[src/rtl/vmac_pkg.sv]
package vmac_pkg;
    typedef enum logic [1:0] {
        LW_BYTE     = 2'd0,
        LW_BYTE_ALT = 2'd1,
        LW_HALF     = 2'd2,
        LW_WORD     = 2'd3
    } lane_width_e;

    typedef enum logic {
        ST_IDLE = 1'b0,
        ST_EMIT = 1'b1
    } pipe_state_e;

    localparam int BYTE_W = 8;
    localparam int HALF_W = 16;
endpackage

[src/rtl/vmac_lane_pick.sv]
module vmac_lane_pick
    import vmac_pkg::*;
#(
    parameter int DATA_W = 32
) (
    input  logic [DATA_W-1:0] word,
    input  lane_width_e       width,
    input  logic [1:0]        sel,
    input  logic              sgn,
    output logic [DATA_W-1:0] lane_ext
);
    logic [BYTE_W-1:0] byte_lane;
    logic [HALF_W-1:0] half_lane;

    always_comb begin
        byte_lane = word[BYTE_W*sel +: BYTE_W];
        half_lane = sel[1] ? '0 : word[HALF_W*sel[0] +: HALF_W];
        unique case (width)
            LW_BYTE, LW_BYTE_ALT:
                lane_ext = {{(DATA_W-BYTE_W){sgn & byte_lane[BYTE_W-1]}}, byte_lane};
            LW_HALF:
                lane_ext = {{(DATA_W-HALF_W){sgn & half_lane[HALF_W-1]}}, half_lane};
            LW_WORD:
                lane_ext = word;
        endcase
    end
endmodule

[src/rtl/vmac_ctrl_decode.sv]
module vmac_ctrl_decode #(
    parameter int SCALE_W = 2
) (
    input  logic [SCALE_W-1:0] scale,
    input  logic               neg_a,
    input  logic               neg_c,
    input  logic               sat,
    input  logic               cc_en,
    output logic               unsup
);
    always_comb unsup = (|scale) | neg_a | neg_c | sat | cc_en;
endmodule

[src/rtl/vmac_unit.sv]
module vmac_unit
    import vmac_pkg::*;
#(
    parameter int DATA_W  = 32,
    parameter int IMM_W   = 16,
    parameter int SCALE_W = 2
) (
    input  logic               clk,
    input  logic               rst,
    input  logic               in_valid,
    input  logic [DATA_W-1:0]  src_a,
    input  logic [DATA_W-1:0]  src_b,
    input  logic [DATA_W-1:0]  src_c,
    input  logic [IMM_W-1:0]   imm_b,
    input  logic               b_is_reg,
    input  logic [1:0]         a_width,
    input  logic [1:0]         a_lane,
    input  logic [1:0]         b_width,
    input  logic [1:0]         b_lane,
    input  logic               a_signed,
    input  logic               b_signed,
    input  logic [SCALE_W-1:0] scale,
    input  logic               neg_a,
    input  logic               neg_c,
    input  logic               sat,
    input  logic               cc_en,
    output logic               out_valid,
    output logic [DATA_W-1:0]  result,
    output logic               unsupported
);
    localparam int N_OPS = 2;

    logic [DATA_W-1:0] op_word [N_OPS];
    lane_width_e       op_wid  [N_OPS];
    logic [1:0]        op_sel  [N_OPS];
    logic              op_sgn  [N_OPS];
    logic [DATA_W-1:0] op_ext  [N_OPS];

    // Operand B source: immediate forces halfword lane 0
    always_comb begin
        op_word[0] = src_a;
        op_wid[0]  = lane_width_e'(a_width);
        op_sel[0]  = a_lane;
        op_sgn[0]  = a_signed;
        op_word[1] = b_is_reg ? src_b : {{(DATA_W-IMM_W){1'b0}}, imm_b};
        op_wid[1]  = b_is_reg ? lane_width_e'(b_width) : LW_HALF;
        op_sel[1]  = b_is_reg ? b_lane : 2'd0;
        op_sgn[1]  = b_signed;
    end

    for (genvar g = 0; g < N_OPS; g++) begin : g_op
        vmac_lane_pick #(.DATA_W(DATA_W)) i_pick (
            .word     (op_word[g]),
            .width    (op_wid[g]),
            .sel      (op_sel[g]),
            .sgn      (op_sgn[g]),
            .lane_ext (op_ext[g])
        );
    end

    logic unsup_now;
    vmac_ctrl_decode #(.SCALE_W(SCALE_W)) i_ctrl (
        .scale (scale),
        .neg_a (neg_a),
        .neg_c (neg_c),
        .sat   (sat),
        .cc_en (cc_en),
        .unsup (unsup_now)
    );

    logic [DATA_W-1:0] prod;
    logic [DATA_W-1:0] sum;
    always_comb begin
        prod = op_ext[0] * op_ext[1];
        sum  = prod + src_c;
    end

    pipe_state_e st, st_nx;

    always_comb begin
        unique case (st)
            ST_IDLE: st_nx = in_valid ? ST_EMIT : ST_IDLE;
            ST_EMIT: st_nx = in_valid ? ST_EMIT : ST_IDLE;
        endcase
    end

    always_ff @(posedge clk) begin
        if (rst) st <= ST_IDLE;
        else     st <= st_nx;
    end

    always_ff @(posedge clk) begin
        if (rst) begin
            result      <= '0;
            unsupported <= 1'b0;
        end else if (in_valid) begin
            result      <= sum;
            unsupported <= unsup_now;
        end
    end

    always_comb begin
        unique case (st)
            ST_IDLE: out_valid = 1'b0;
            ST_EMIT: out_valid = 1'b1;
        endcase
    end


    valid_follow_chk: assert property (@(posedge clk) disable iff (rst)
        in_valid |=> out_valid);

    no_spurious_valid_chk: assert property (@(posedge clk) disable iff (rst)
        !in_valid |=> !out_valid);

    result_hold_chk: assert property (@(posedge clk) disable iff (rst)
        !in_valid |=> ($stable(result) && $stable(unsupported)));

    unsup_flag_chk: assert property (@(posedge clk) disable iff (rst)
        (in_valid && (scale != '0 || neg_a || neg_c || sat || cc_en)) |=> unsupported);

    sup_flag_chk: assert property (@(posedge clk) disable iff (rst)
        (in_valid && scale == '0 && !neg_a && !neg_c && !sat && !cc_en) |=> !unsupported);

    reset_clear_chk: assert property (@(posedge clk)
        rst |=> (!out_valid && result == '0 && !unsupported));
endmodule

[config.mk]
export PLATFORM = sky130hd
export DESIGN_NAME = vmac_unit
export DESIGN_NICKNAME = d
export VERILOG_FILES = /design/src/rtl/vmac_pkg.sv /design/src/rtl/vmac_lane_pick.sv /design/src/rtl/vmac_ctrl_decode.sv /design/src/rtl/vmac_unit.sv
export SDC_FILE = /design/constraint.sdc
export NUM_CORES = 1
export LEC_CHECK = 0
export BUFFER_PORTS_ARGS = -buffer_cell sky130_fd_sc_hd__buf_4
export CAP_MARGIN = 10
export CORE_MARGIN = 4
export CORE_UTILIZATION = 45
export CTS_CLUSTER_SIZE = 28
export DETAILED_ROUTE_END_ITERATION = 16
export GPL_ROUTABILITY_DRIVEN = 0
export PLACE_DENSITY = 0.65
export SYNTH_ARGS = -nofsm -noshare
export SYNTH_HDL_FRONTEND = slang
export SYNTH_SLANG_ARGS = --single-unit
export TNS_END_PERCENT = 100
[constraint.sdc]
create_clock -name clk -period 7.75 [get_ports clk]
set_input_delay 0.3875 -clock clk [delete_from_list [all_inputs] [get_ports clk]]
set_output_delay 0.3875 -clock clk [all_outputs]
set_load 0.1 [all_outputs]
# After elaboration in Yosys (flattened, before gate mapping)
# Index checks and enable logic that the tools add are counted.
# W data, S select, Z words.
[word_totals] ff_bits=34
[classes] add_sub_neg=1 n_mul=1 eq_ne=6 shift=4 mux=9 n_bitwise=9 reduce_logical=5
[ops] operator="$pmux W32 S3" count=2
[ops] operator="$shiftx A32 B6 Y16" count=2
[ops] operator="$shiftx A32 B6 Y8" count=2
[ops] operator="$add A32 B32 Y32" count=1
[ops] operator="$mul A32 B32 Y32" count=1
[ops] operator="$mux W16" count=2
[ops] operator="$mux W32" count=1
[ops] operator="$eq A2 B2 Y1 const B" count=4
[ops] operator="$reduce_or A2 Y1" count=3
[ops] operator="$and A1 B1 Y1" count=4
[ops] operator="$eq A2 B1 Y1 const B" count=2
[ops] operator="$logic_not A2 Y1" count=2
[ops] operator="$mux W2" count=2
[ops] operator="$or A1 B1 Y1" count=4
[ops] operator="$pmux W1 S2" count=1
[ops] operator="$mux W1" count=1
[ops] operator="$not A1 Y1" count=1

# Logic depth before layout (Yosys ltp)
# Gate-level depths: netlist of run 1.
[logic_depth] word_depth=7 ltp_mapped=39 ltp_nobuf=34

# Cells and area by module
# A second synthesis of run 1 with hierarchy kept.
[unflattened] hier_cells=2332 hier_area_um2=20497.2
[by_module_without_submodules] mod="vmac_unit" n_inst=1 cells_each=2027 area_per_inst_um2=18373.9 seq_area_each_um2=680.7
[by_module_without_submodules] mod="vmac_lane_pick" n_inst=2 cells_each=151 area_per_inst_um2=1054.8 seq_area_each_um2=0.0
[by_module_without_submodules] mod="vmac_ctrl_decode" n_inst=1 cells_each=3 area_per_inst_um2=13.8 seq_area_each_um2=0.0

# Worst setup path after synthesis of run 1
# No wires, ideal clock.
[synth_path] path_type="input -> register" start="in a_lane[1]" end="reg result[31]" setup_time_ns=0.115 arrival_time_ns=8.337 required_ns=7.635 slack_ns=-0.702 stages=31 n_path_buf=3 path_cell_list="buf_6 > mux4_2 > a21oi_4 > clkbuf_1 > a21o_1 > clkbuf_1 > nor2_1 > fa_1 > fa_1 > fa_1 > inv_1 > fa_1 > inv_1 > fa_1 > fa_1 > fa_1 > inv_1 > fa_1 > inv_1 > ha_1 > a21o_1 > a21o_1 > a21o_1 > or3_1 > o211a_1 > nor3_1 > o21bai_1 > o21ai_0 > a21oi_1 > xnor2_1 > o21a_1"
[synth_via] elab_chain_len=5
[synth_rtl] item="from (decl)" line="vmac_unit.sv:17" rtl="input logic [1:0] a_lane,"
[synth_rtl] item="$shiftx A32 B6 Y8 or $mux W16 (tied branches)" line="vmac_lane_pick.sv:16, vmac_lane_pick.sv:17"
[synth_rtl] item="$and A1 B1 Y1, on equally long branches" line="vmac_lane_pick.sv:20, vmac_lane_pick.sv:22"
[synth_rtl] item="$pmux W32 S3 (*)" line="vmac_lane_pick.sv:18" rtl="unique case (width)"
[synth_rtl] item="$mul A32 B32 Y32 (*)" line="vmac_unit.sv:74" rtl="prod = op_ext[0] * op_ext[1];"
[synth_rtl] item="$add A32 B32 Y32 (*)" line="vmac_unit.sv:75" rtl="sum = prod + src_c;"
[synth_rtl] item="to (signal assigned)" line="vmac_unit.sv:97" rtl="result <= sum;"
[synth_rtl] item="to (decl)" line="vmac_unit.sv:28" rtl="output logic [DATA_W-1:0] result,"
# Every way passes the cells marked *; elsewhere a longest branch is shown, timed or not.
# A chain may end at the register's enable or synchronous reset.

# Final worst setup path of run 1
[layout_path] start="in b_lane[0]" end="reg result[31]"
[layout_via] elab_chain_len=7
[layout_rtl] item="from (decl)" line="vmac_unit.sv:19" rtl="input logic [1:0] b_lane,"
[layout_rtl] item="$mux W2 (*)" line="vmac_unit.sv:47" rtl="op_sel[1] = b_is_reg ? b_lane : 2'd0;"
[layout_rtl] item="$shiftx A32 B6 Y16" line="vmac_lane_pick.sv:17" rtl="half_lane = sel[1] ? '0 : word[HALF_W*sel[0] +: HALF_W];"
[layout_rtl] item="$mux W16" line="vmac_lane_pick.sv:17"
[layout_rtl] item="$and A1 B1 Y1" line="vmac_lane_pick.sv:22" rtl="lane_ext = {{(DATA_W-HALF_W){sgn & half_lane[HALF_W-1]}}, half_lane};"
[layout_rtl] item="$pmux W32 S3 (*)" line="vmac_lane_pick.sv:18"
[layout_rtl] item="$mul A32 B32 Y32 (*)" line="vmac_unit.sv:74"
[layout_rtl] item="$add A32 B32 Y32 (*)" line="vmac_unit.sv:75"
# Marked as above.

==> results_dict.tcl, run 1 <==
set metrics [dict create \
    status "finished with violations" \
    violations "negative setup slack" \
    worst_ep_required_time_ns 7.95 \
    placedCellCount 3305 \
    hold-worst-slack_ns 0.424 \
    htreeDepth 2 \
    synth_top_flop_cell "dfxtp_1" \
    maxUsedRoutingLayer "met4" \
    fin_nets 3479 \
    ys_ff_latch 34 \
    routedWlPerCell_um 19.9 \
    drv_slew 0 \
    via_count 17900 \
    core_um2 43200 \
    die_w_um 217 \
    tightest_slew_ns 0.667 \
    groute.usage.overall 0.285 \
    area_delta_synth_final_pct 31.9 \
    grt_max_degree 35 \
    synthArstFlopShare 0 \
    max_slew_margin 0.552 \
    arrival_ns 8.20 \
    synth.distinct_cells 72 \
    start_util 0.457 \
    wl_met3_um 6150 \
    yosysSeqAreaShare 0.0345 \
    port_buffers 165 \
    startpoint "b_lane[0]" \
    grt_pass1_vias 19200 \
    cts_buffer_depth 2 \
    hold_path.class "input pin to flop" \
    synth_edf_count 0 \
    min_period_over_period 1.03 \
    final_common_cell "buf_4" \
    synth.area.top_cells "fa_1 44%, inv_1 9.1%, ha_1 7.9%, nor2_1 7.7%, dfxtp_1 3.5%" \
    first_pass_iters 6 \
    synth.largest_area_cell "fa_1" \
    n_antenna_cell 0 \
    clock_latency_ns 0.30 \
    slowest_delay_ns 0.58 \
    critPathSlowestCell "fa_1" \
    clock_sinks 34 \
    skew_ns 0 \
    fp.dieH_um 217 \
    ys_warn_count 0 \
    hold_viol 0 \
    final_cell_mix "525 x buf_4, 461 x inv_1, 410 x fa_1, 394 x nor2_1, 130 x nand2_1" \
    grt_pass1_wl_um 105000 \
    syn_inst 2298 \
    avgSynthCellArea_um2 8.58 \
    num_io_pins 166 \
    cp_common_cell "xnor2_1" \
    hp-start "cc_en" \
    reg2reg_from "result[30]" \
    ant_nets 0 \
    crit_fanout 8 \
    root_buffer "clkbuf_16" \
    endpoint_kind "flop" \
    hpwl_um 56300 \
    place_area_um2 24500 \
    netlist.area_leader.share 0.445 \
    clkTransAtPathRegs_ns 0.06 \
    crit_type "input pin to flop" \
    fin_crit_ns 8.00 \
    drt_iter0_drc 1454 \
    drt-met1-wl_um 26400 \
    viasPerCell 5.32 \
    setup_viol 5 \
    rsz0062_at_grt "yes" \
    cts_tree "done" \
    final_area_um2 26000 \
    layoutNonFillerInstCount 3371 \
    synthesis.nets 2992 \
    die_area_um2 47200 \
    cap_violations 0 \
    rows 76 \
    grt_overflow_total 0 \
    drc_errors 0 \
    cp-start-kind "input pin" \
    drive_gt1_frac 0.300 \
    antenna_found_initial 1 \
    wirelength_um 67100 \
    cts_buffers 5 \
    met2_length_um 31300 \
    pre_cts_ws_ns -1.04 \
    synth_area_um2 19700 \
    fin_ws_ns -0.252 \
    max_freq_ghz 0.125 \
]
[repair_timing]
| item | in CTS | in global routing |
|---|---|---|
| endpoints found under the setup margin | 8 | 13 |
| gates cloned | 1 | 1 |
| gates resized for setup | 120 | 61 |
| buffers inserted | 45 | 11 |
| pin swaps | 75 | 63 |
| hold buffers | 0 | 0 |
| hold endpoints to repair | 0 | 0 |
[registers in the layout, summed over array words and instances (netlist names)]
| register | flops |
|---|---|
| st | 1 |
| unsupported | 1 |
| result | 32 |
[metal layers]
layer / up-vias / track usage
met5: - / 0
met4: 0 / 0.106
met3: 196 / 0.0522
met2: 897 / 0.467
met1: 8939 / 0.381
li1: 7916 / -
[area by class of cell]
type	instances	area, um^2
Fill cell	3705	17200
Tap cell	585	732
Inverter	476	1790
Clock inverter	2	12.5
Sequential cell	34	681
Multi-Input combinational cell	1670	17500
Clock buffer	6	139
Timing Repair Buffer	598	5170
[critical path: cells and delay by family]
kind	cells	cell delay, ns
adders and majority gates	8	3.94
xor gates and xnor gates	11	1.97
buffers and inverters	6	0.81
AOI/OAI and AO/OA	3	0.44
and+or+nand+nor	2	0.63
[through the flow]
| stage | util | TNS [ns] |
|---|---|---|
| floorplan | - | -0.211 |
| global placement | 0.568 | -4.27 |
| detailed placement | 0.568 | -5.71 |
| CTS | 0.593 | -0.552 |
| global route | 0.602 | -2.57 |
| finish | 0.602 | -0.571 |
[cell families (layout without fill, tap and decap cells)]
kind of cell | after synthesis | count (layout) | share of synthesized area
xor gates and xnor gates | 86 | 86 | 0.0405
muxes | 43 | 43 | 0.0320
and+or+nand+nor | 757 | 757 | 0.174
buffers and inverters | 595 | 1082 | 0.117
AOI/OAI and AO/OA | 221 | 222 | 0.0783
adders and majority gates | 562 | 562 | 0.524
DFF | 34 | 34 | 0.0345
[cells in the mapped netlist, types with 4 or more instances]
cell / count
a211oi_1: 5
a21o_1: 19
a21oi_1: 66
a31o_2: 5
a31oi_1: 10
and2_1: 6
and3_1: 12
buf_1: 5
buf_2: 17
buf_4: 4
buf_6: 6
clkbuf_1: 87
dfxtp_1: 34
fa_1: 438
ha_1: 124
inv_1: 476
mux2i_1: 27
mux4_2: 16
nand2_1: 133
nand2b_1: 73
nand3_1: 5
nand3b_1: 15
nand4_1: 4
nor2_1: 402
nor2_2: 7
nor2b_1: 15
nor3_1: 21
o211ai_1: 6
o21a_1: 9
o21ai_0: 30
o21ai_1: 8
o21ai_2: 10
o21ai_4: 5
o21bai_1: 9
o221ai_1: 4
o22ai_1: 5
or2_2: 36
or3_1: 16
xnor2_1: 66
xnor2_2: 5
xor2_1: 14
[worst paths after layout]
check                                   end  slack, ns  cells past startpoint
worst max-delay path             result[31]      -0.25                     30
worst min-delay path            unsupported       0.42                      3
worst max register to register   result[30]       6.98                      2
worst min register to register  unsupported       0.49                      2
Power of run 1 is left out: the tool's default activity adds up to more than one toggle a clock period on the data nets, which glitch-free logic cannot reach.
==> run 2: changes to the inputs <==
==> constraint.sdc (replaced) <==
create_clock -name clk -period 6.48 [get_ports clk]
set_input_delay 0.324 -clock clk [delete_from_list [all_inputs] [get_ports clk]]
set_output_delay 0.324 -clock clk [all_outputs]
set_load 0.1 [all_outputs]
==> run 2 against run 1 <==
  * The run still ends with negative setup slack left
  * Cell count grew 2.0%
  * Design area grew 4.6%
  * Hold slack lost 0.063 ns
  * Critical path depth grew 3
  * First-iteration DRC count grew 20%
  * Sequential cell count is the same
  * Die area is the same
  * Worst setup slack lost 1.2 ns
  * Clock-buffer cell count shrank 1
  * Non-clock buffer count grew 68
  * Register-to-register slack lost 1.3 ns
  * Critical path type unchanged
==> results_dict.tcl, run 2 (synthesized netlist as in run 1, its figures left out) <==
set metrics [dict create \
    rsz0062_at_grt "yes" \
    cts_buffer_depth 2 \
    final_cell_mix "564 x buf_4, 445 x inv_1, 396 x fa_1, 350 x nor2_1, 131 x nand2_1" \
    worst_ep_required_time_ns 6.65 \
    viasPerCell 5.31 \
    groute.usage.overall 0.295 \
    reg_top3 "result (32), st (1), unsupported (1)" \
    area_delta_synth_final_pct 37.9 \
    cap_violations 0 \
    tightest_slew_ns 0.739 \
    n_antenna_cell 0 \
    min_period_over_period 1.22 \
    max_freq_ghz 0.127 \
    die_w_um 217 \
    grt_pass1_vias 19900 \
    hold_buffers 0 \
    die_area_um2 47200 \
    grt_pass1_wl_um 108000 \
    crit_fanout 12 \
    crit_type "input pin to flop" \
    ant_nets 0 \
    cts_tree "done" \
    clkTransAtPathRegs_ns 0.06 \
    status "finished with violations" \
    start_util 0.457 \
    skew_ns 0 \
    largest_register_ffs 32 \
    fin_nets 3546 \
    hold_viol 0 \
    endpoint_kind "flop" \
    finish.utilization 0.630 \
    grt_overflow_total 0 \
    placedCellCount 3338 \
    core_um2 43200 \
    slowest_delay_ns 0.57 \
    cp_common_cell "fa_1" \
    fin_crit_ns 7.90 \
    clock_latency_ns 0.29 \
    largest-register "result" \
    antenna_found_initial 0 \
    port_buffers 165 \
    n_fill_cell 3513 \
    clock_sinks 34 \
    critPathSlowestCell "fa_1" \
    layoutNonFillerInstCount 3438 \
    drc_errors 0 \
    max_slew_margin 0.504 \
    grt_max_degree 35 \
    hpwl_um 57200 \
    arrival_ns 8.07 \
    root_buffer "clkbuf_16" \
    drt_iter0_drc 1751 \
    violations "negative setup slack" \
    wirelength_um 69600 \
    via_count 18300 \
    hold_path.class "input pin to flop" \
    num_io_pins 166 \
    routedWlPerCell_um 20.2 \
    cp-start-kind "input pin" \
    fp.dieH_um 217 \
    drv_slew 0 \
    setup_viol 20 \
    final_common_cell "buf_4" \
    fin_ws_ns -1.42 \
    drive_gt1_frac 0.350 \
    rows 76 \
    htreeDepth 2 \
    cts_buffers 5 \
    fin_tns_setup_ns -19.04 \
    first_pass_iters 5 \
]
-- run 2: path summary, 6_finish.rpt --
| check | cells after the start | slack [ns] | startpoint | endpoint |
|---|---|---|---|---|
| max | 33 | -1.42 | b_lane[1] | result[28] |
| min | 3 | 0.36 | cc_en | unsupported |
| max reg2reg | 3 | 5.68 | result[29] | result[29] |
| min reg2reg | 2 | 0.49 | unsupported | unsupported |
-- run 2: final cells by class --
class                           instances  area (um^2)  area share
Tap cell                              585          732      0.0269
Clock buffer                            5          125     0.00460
Sequential cell                        34          681      0.0250
Clock inverter                          3         68.8     0.00253
Timing Repair Buffer                  666         5890       0.217
Inverter                              476         1790      0.0659
Multi-Input combinational cell       1669        17900       0.658
-- run 2: through the flow --
step	hold WS, ns	cell area (um^2)	worst slack, ns
5_1_grt	0.378	27200	-1.67
3_5_place_dp	0.482	24900	-1.98
2_1_floorplan	0.526	20200	-1.35
4_1_cts	0.354	26600	-1.40
6_report	0.361	27200	-1.42
3_3_place_gp	0.473	24900	-1.84
-- run 2: repair_timing --
action | in CTS | in global routing
setup buffers | 76 | 26
setup endpoints to repair | 21 | 22
gates cloned | 2 | 1
pin swaps | 84 | 57
resized for setup | 204 | 122
hold endpoints to repair | 0 | 0
-- run 2: per-layer routing --
layer	part of all wire	wire length, um	GRT usage
met1	0.38	26500	0.375
met3	0.096	6680	0.0741
met4	0.043	3010	0.117
met2	0.48	33400	0.485
met5	0	0	0
-- run 2: critical path, delay by kind of cell --
kind,cells,cell delay [ns]
compound gates,6,1.16
xor+xnor,1,0.14
fa+ha+maj,9,4.25
buf+inv,8,0.81
mux,2,0.64
simple gates,7,0.71
Power of run 2 is left out for the same reason.
==> run 3: changes to the inputs <==
--- a/config.mk
+++ b/config.mk
@@ -9,11 +9,13 @@
 export CAP_MARGIN = 10
 export CORE_MARGIN = 4
 export CORE_UTILIZATION = 45
+export CTS_BUF_LIST = sky130_fd_sc_hd__clkbuf_8
 export CTS_CLUSTER_SIZE = 28
 export DETAILED_ROUTE_END_ITERATION = 16
 export GPL_ROUTABILITY_DRIVEN = 0
 export PLACE_DENSITY = 0.65
 export SYNTH_ARGS = -nofsm -noshare
 export SYNTH_HDL_FRONTEND = slang
+export SYNTH_HIERARCHICAL = 1
 export SYNTH_SLANG_ARGS = --single-unit
 export TNS_END_PERCENT = 100
==> run 3 against run 2 <==
  * The flow still finishes with violations (negative setup slack)
  * Critical endpoint is now result[22]
  * Clock-buffer cell count is the same
  * Register-to-register slack worse by 0.06 ns
  * Critical path depth stayed put
  * First-iteration DRC count decreased by 30%
  * Worst setup slack gained 0.082 ns
  * Via count shrank 3.6%
  * Largest cell class unchanged
  * Global-route usage down 2.7 points
==> results_dict.tcl, run 3 <==
set metrics [dict create \
    status "finished with violations" \
    violations "negative setup slack" \
    clkTransAtPathRegs_ns 0.07 \
    final_common_cell "buf_4" \
    fin_nets 3489 \
    tightest_slew_ns 0.702 \
    area_delta_synth_final_pct 31.4 \
    synth.largest_area_cell "fa_1" \
    via_count 17600 \
    port_buffers 165 \
    cts_buffer_depth 2 \
    n_antenna_cell 0 \
    routedWlPerCell_um 19.3 \
    final_area_um2 26900 \
    place_area_um2 25100 \
    drt_iter0_drc 1226 \
    fp.dieH_um 221 \
    arrival_ns 7.97 \
    max_freq_ghz 0.128 \
    fin_crit_ns 7.81 \
    ant_nets 0 \
    first_pass_iters 5 \
    cp-start-kind "input pin" \
    synth.area.top_cells "fa_1 43%, and2_1 12%, inv_1 9.0%, ha_1 7.6%, nand2_1 4.1%" \
    ys_warn_count 6 \
    hold_buffers 0 \
    fin_tns_setup_ns -21.81 \
    cts_tree "done" \
    hold_path.class "input pin to flop" \
    antenna_found_initial 0 \
    ys_ff_latch 34 \
    hpwl_um 55400 \
    drv_slew 0 \
    clock_sinks 34 \
    synth.distinct_cells 64 \
    endpoint_kind "flop" \
    min_period_over_period 1.21 \
    cp_common_cell "fa_1" \
    reg_top3 "result (32), st (1), unsupported (1)" \
    crit_fanout 7 \
    rsz0062_at_grt "yes" \
    crit_type "input pin to flop" \
    htreeDepth 2 \
    hold_viol 0 \
    drc_errors 0 \
    die_w_um 221 \
    wirelength_um 65500 \
    critPathSlowestCell "fa_1" \
    start_util 0.460 \
    worst_ep_required_time_ns 6.64 \
    hold-worst-slack_ns 0.364 \
    avgSynthCellArea_um2 8.79 \
    setup_viol 22 \
    slowest_delay_ns 0.56 \
    largest-register "result" \
    synth_area_um2 20500 \
    cap_violations 0 \
    syn_inst 2332 \
    yosysSeqAreaShare 0.0332 \
    groute.usage.overall 0.268 \
    synthesis.nets 3026 \
    r2r_setup_slack_ns 5.62 \
    die_area_um2 49000 \
    num_io_pins 166 \
    synth_edf_count 0 \
    final_cell_mix "507 x buf_4, 464 x inv_1, 423 x fa_1, 358 x and2_1, 218 x nand2_1" \
    synth_common_cells "490 x inv_1, 438 x fa_1, 386 x and2_1" \
    skew_ns 0 \
    synth_top_flop_cell "dfxtp_1" \
    synthArstFlopShare 0 \
    grt_max_degree 39 \
    clock_latency_ns 0.29 \
    core_um2 44600 \
    grt_pass1_wl_um 106000 \
    fin_ws_ns -1.33 \
    grt_pass1_vias 19500 \
    viasPerCell 5.20 \
    cts_buffers 5 \
    n_fill_cell 3669 \
    max_slew_margin 0.530 \
    drive_gt1_frac 0.296 \
    largest_register_ffs 32 \
    rows 77 \
    root_buffer "clkbuf_8" \
    grt_overflow_total 0 \
    yosysMostFrequentCell "inv_1" \
    netlist.area_leader.share 0.428 \
]
-- run 3: cell types whose count changed after synthesis, sizes merged, moves of 18 or more --
cell,delta
and2,+379
nor2,-357
nand2,+89
nand3,+62
nand2b,-43
o21ai,-39
or2,-36
a21oi,-25
mux2,+22
clkbuf,+19
nor3,-18
-- run 3: cell type report --
| cell class | count | area, um^2 | share of cell area |
|---|---|---|---|
| multi-input combinational | 1677 | 18500 | 0.688 |
| timing repair buffer | 587 | 5040 | 0.187 |
| inverter | 490 | 1840 | 0.0684 |
| tap | 592 | 741 | 0.0275 |
| sequential | 34 | 681 | 0.0253 |
| clock buffer | 5 | 68.8 | 0.00255 |
| clock inverter | 3 | 37.5 | 0.00139 |
-- run 3: timing repair --
| action | 4_1_cts | 5_1_grt |
|---|---|---|
| gates cloned | 4 | 0 |
| pin swaps | 125 | 80 |
| hold endpoints to repair | 0 | 0 |
| setup endpoints to repair | 23 | 22 |
| gates resized for setup | 196 | 84 |
| buffers inserted | 44 | 20 |
-- run 3: worst paths after layout --
check                                    to       start  cells after the start
worst max-delay path             result[22]    b_is_reg                     33
worst max register to register   result[28]  result[28]                      4
worst min register to register   result[18]  result[18]                      2
worst min-delay path            unsupported    scale[0]                      5
-- run 3: logic make-up after synthesis --
kind of cell / share of synthesized area
AOI/OAI and AO/OA: 0.0580
xor gates and xnor gates: 0.0357
adders and majority gates: 0.503
buffers and inverters: 0.117
DFF: 0.0332
muxes: 0.0404
and+or+nand+nor: 0.213
-- run 3: per-layer routing --
layer / GRT usage / routed length (um) / part of all wire
met5: 0 / 0 / 0
met4: 0.0594 / 1800 / 0.027
met1: 0.364 / 27200 / 0.41
met2: 0.465 / 32300 / 0.49
met3: 0.0302 / 4270 / 0.065
-- run 3: worst max-delay path, delay by kind of cell --
kind / cells / cell delay (ns)
compound gates: 4 / 0.78
xor+xnor: 1 / 0.15
fa+ha+maj: 9 / 4.16
buf+inv: 11 / 0.91
mux: 3 / 0.94
simple gates: 5 / 0.71
-- run 3: stage by stage --
| step | util | instances | setup slack, ns |
|---|---|---|---|
| after floorplan | - | 2332 | -1.40 |
| after global routing | 0.604 | 3388 | -1.50 |
| after global placement | 0.563 | 3319 | -1.84 |
| final | 0.604 | 3388 | -1.33 |
| after detailed placement | 0.563 | 3319 | -1.94 |
| after CTS | 0.593 | 3373 | -1.31 |
Power of run 3 is left out for the same reason.
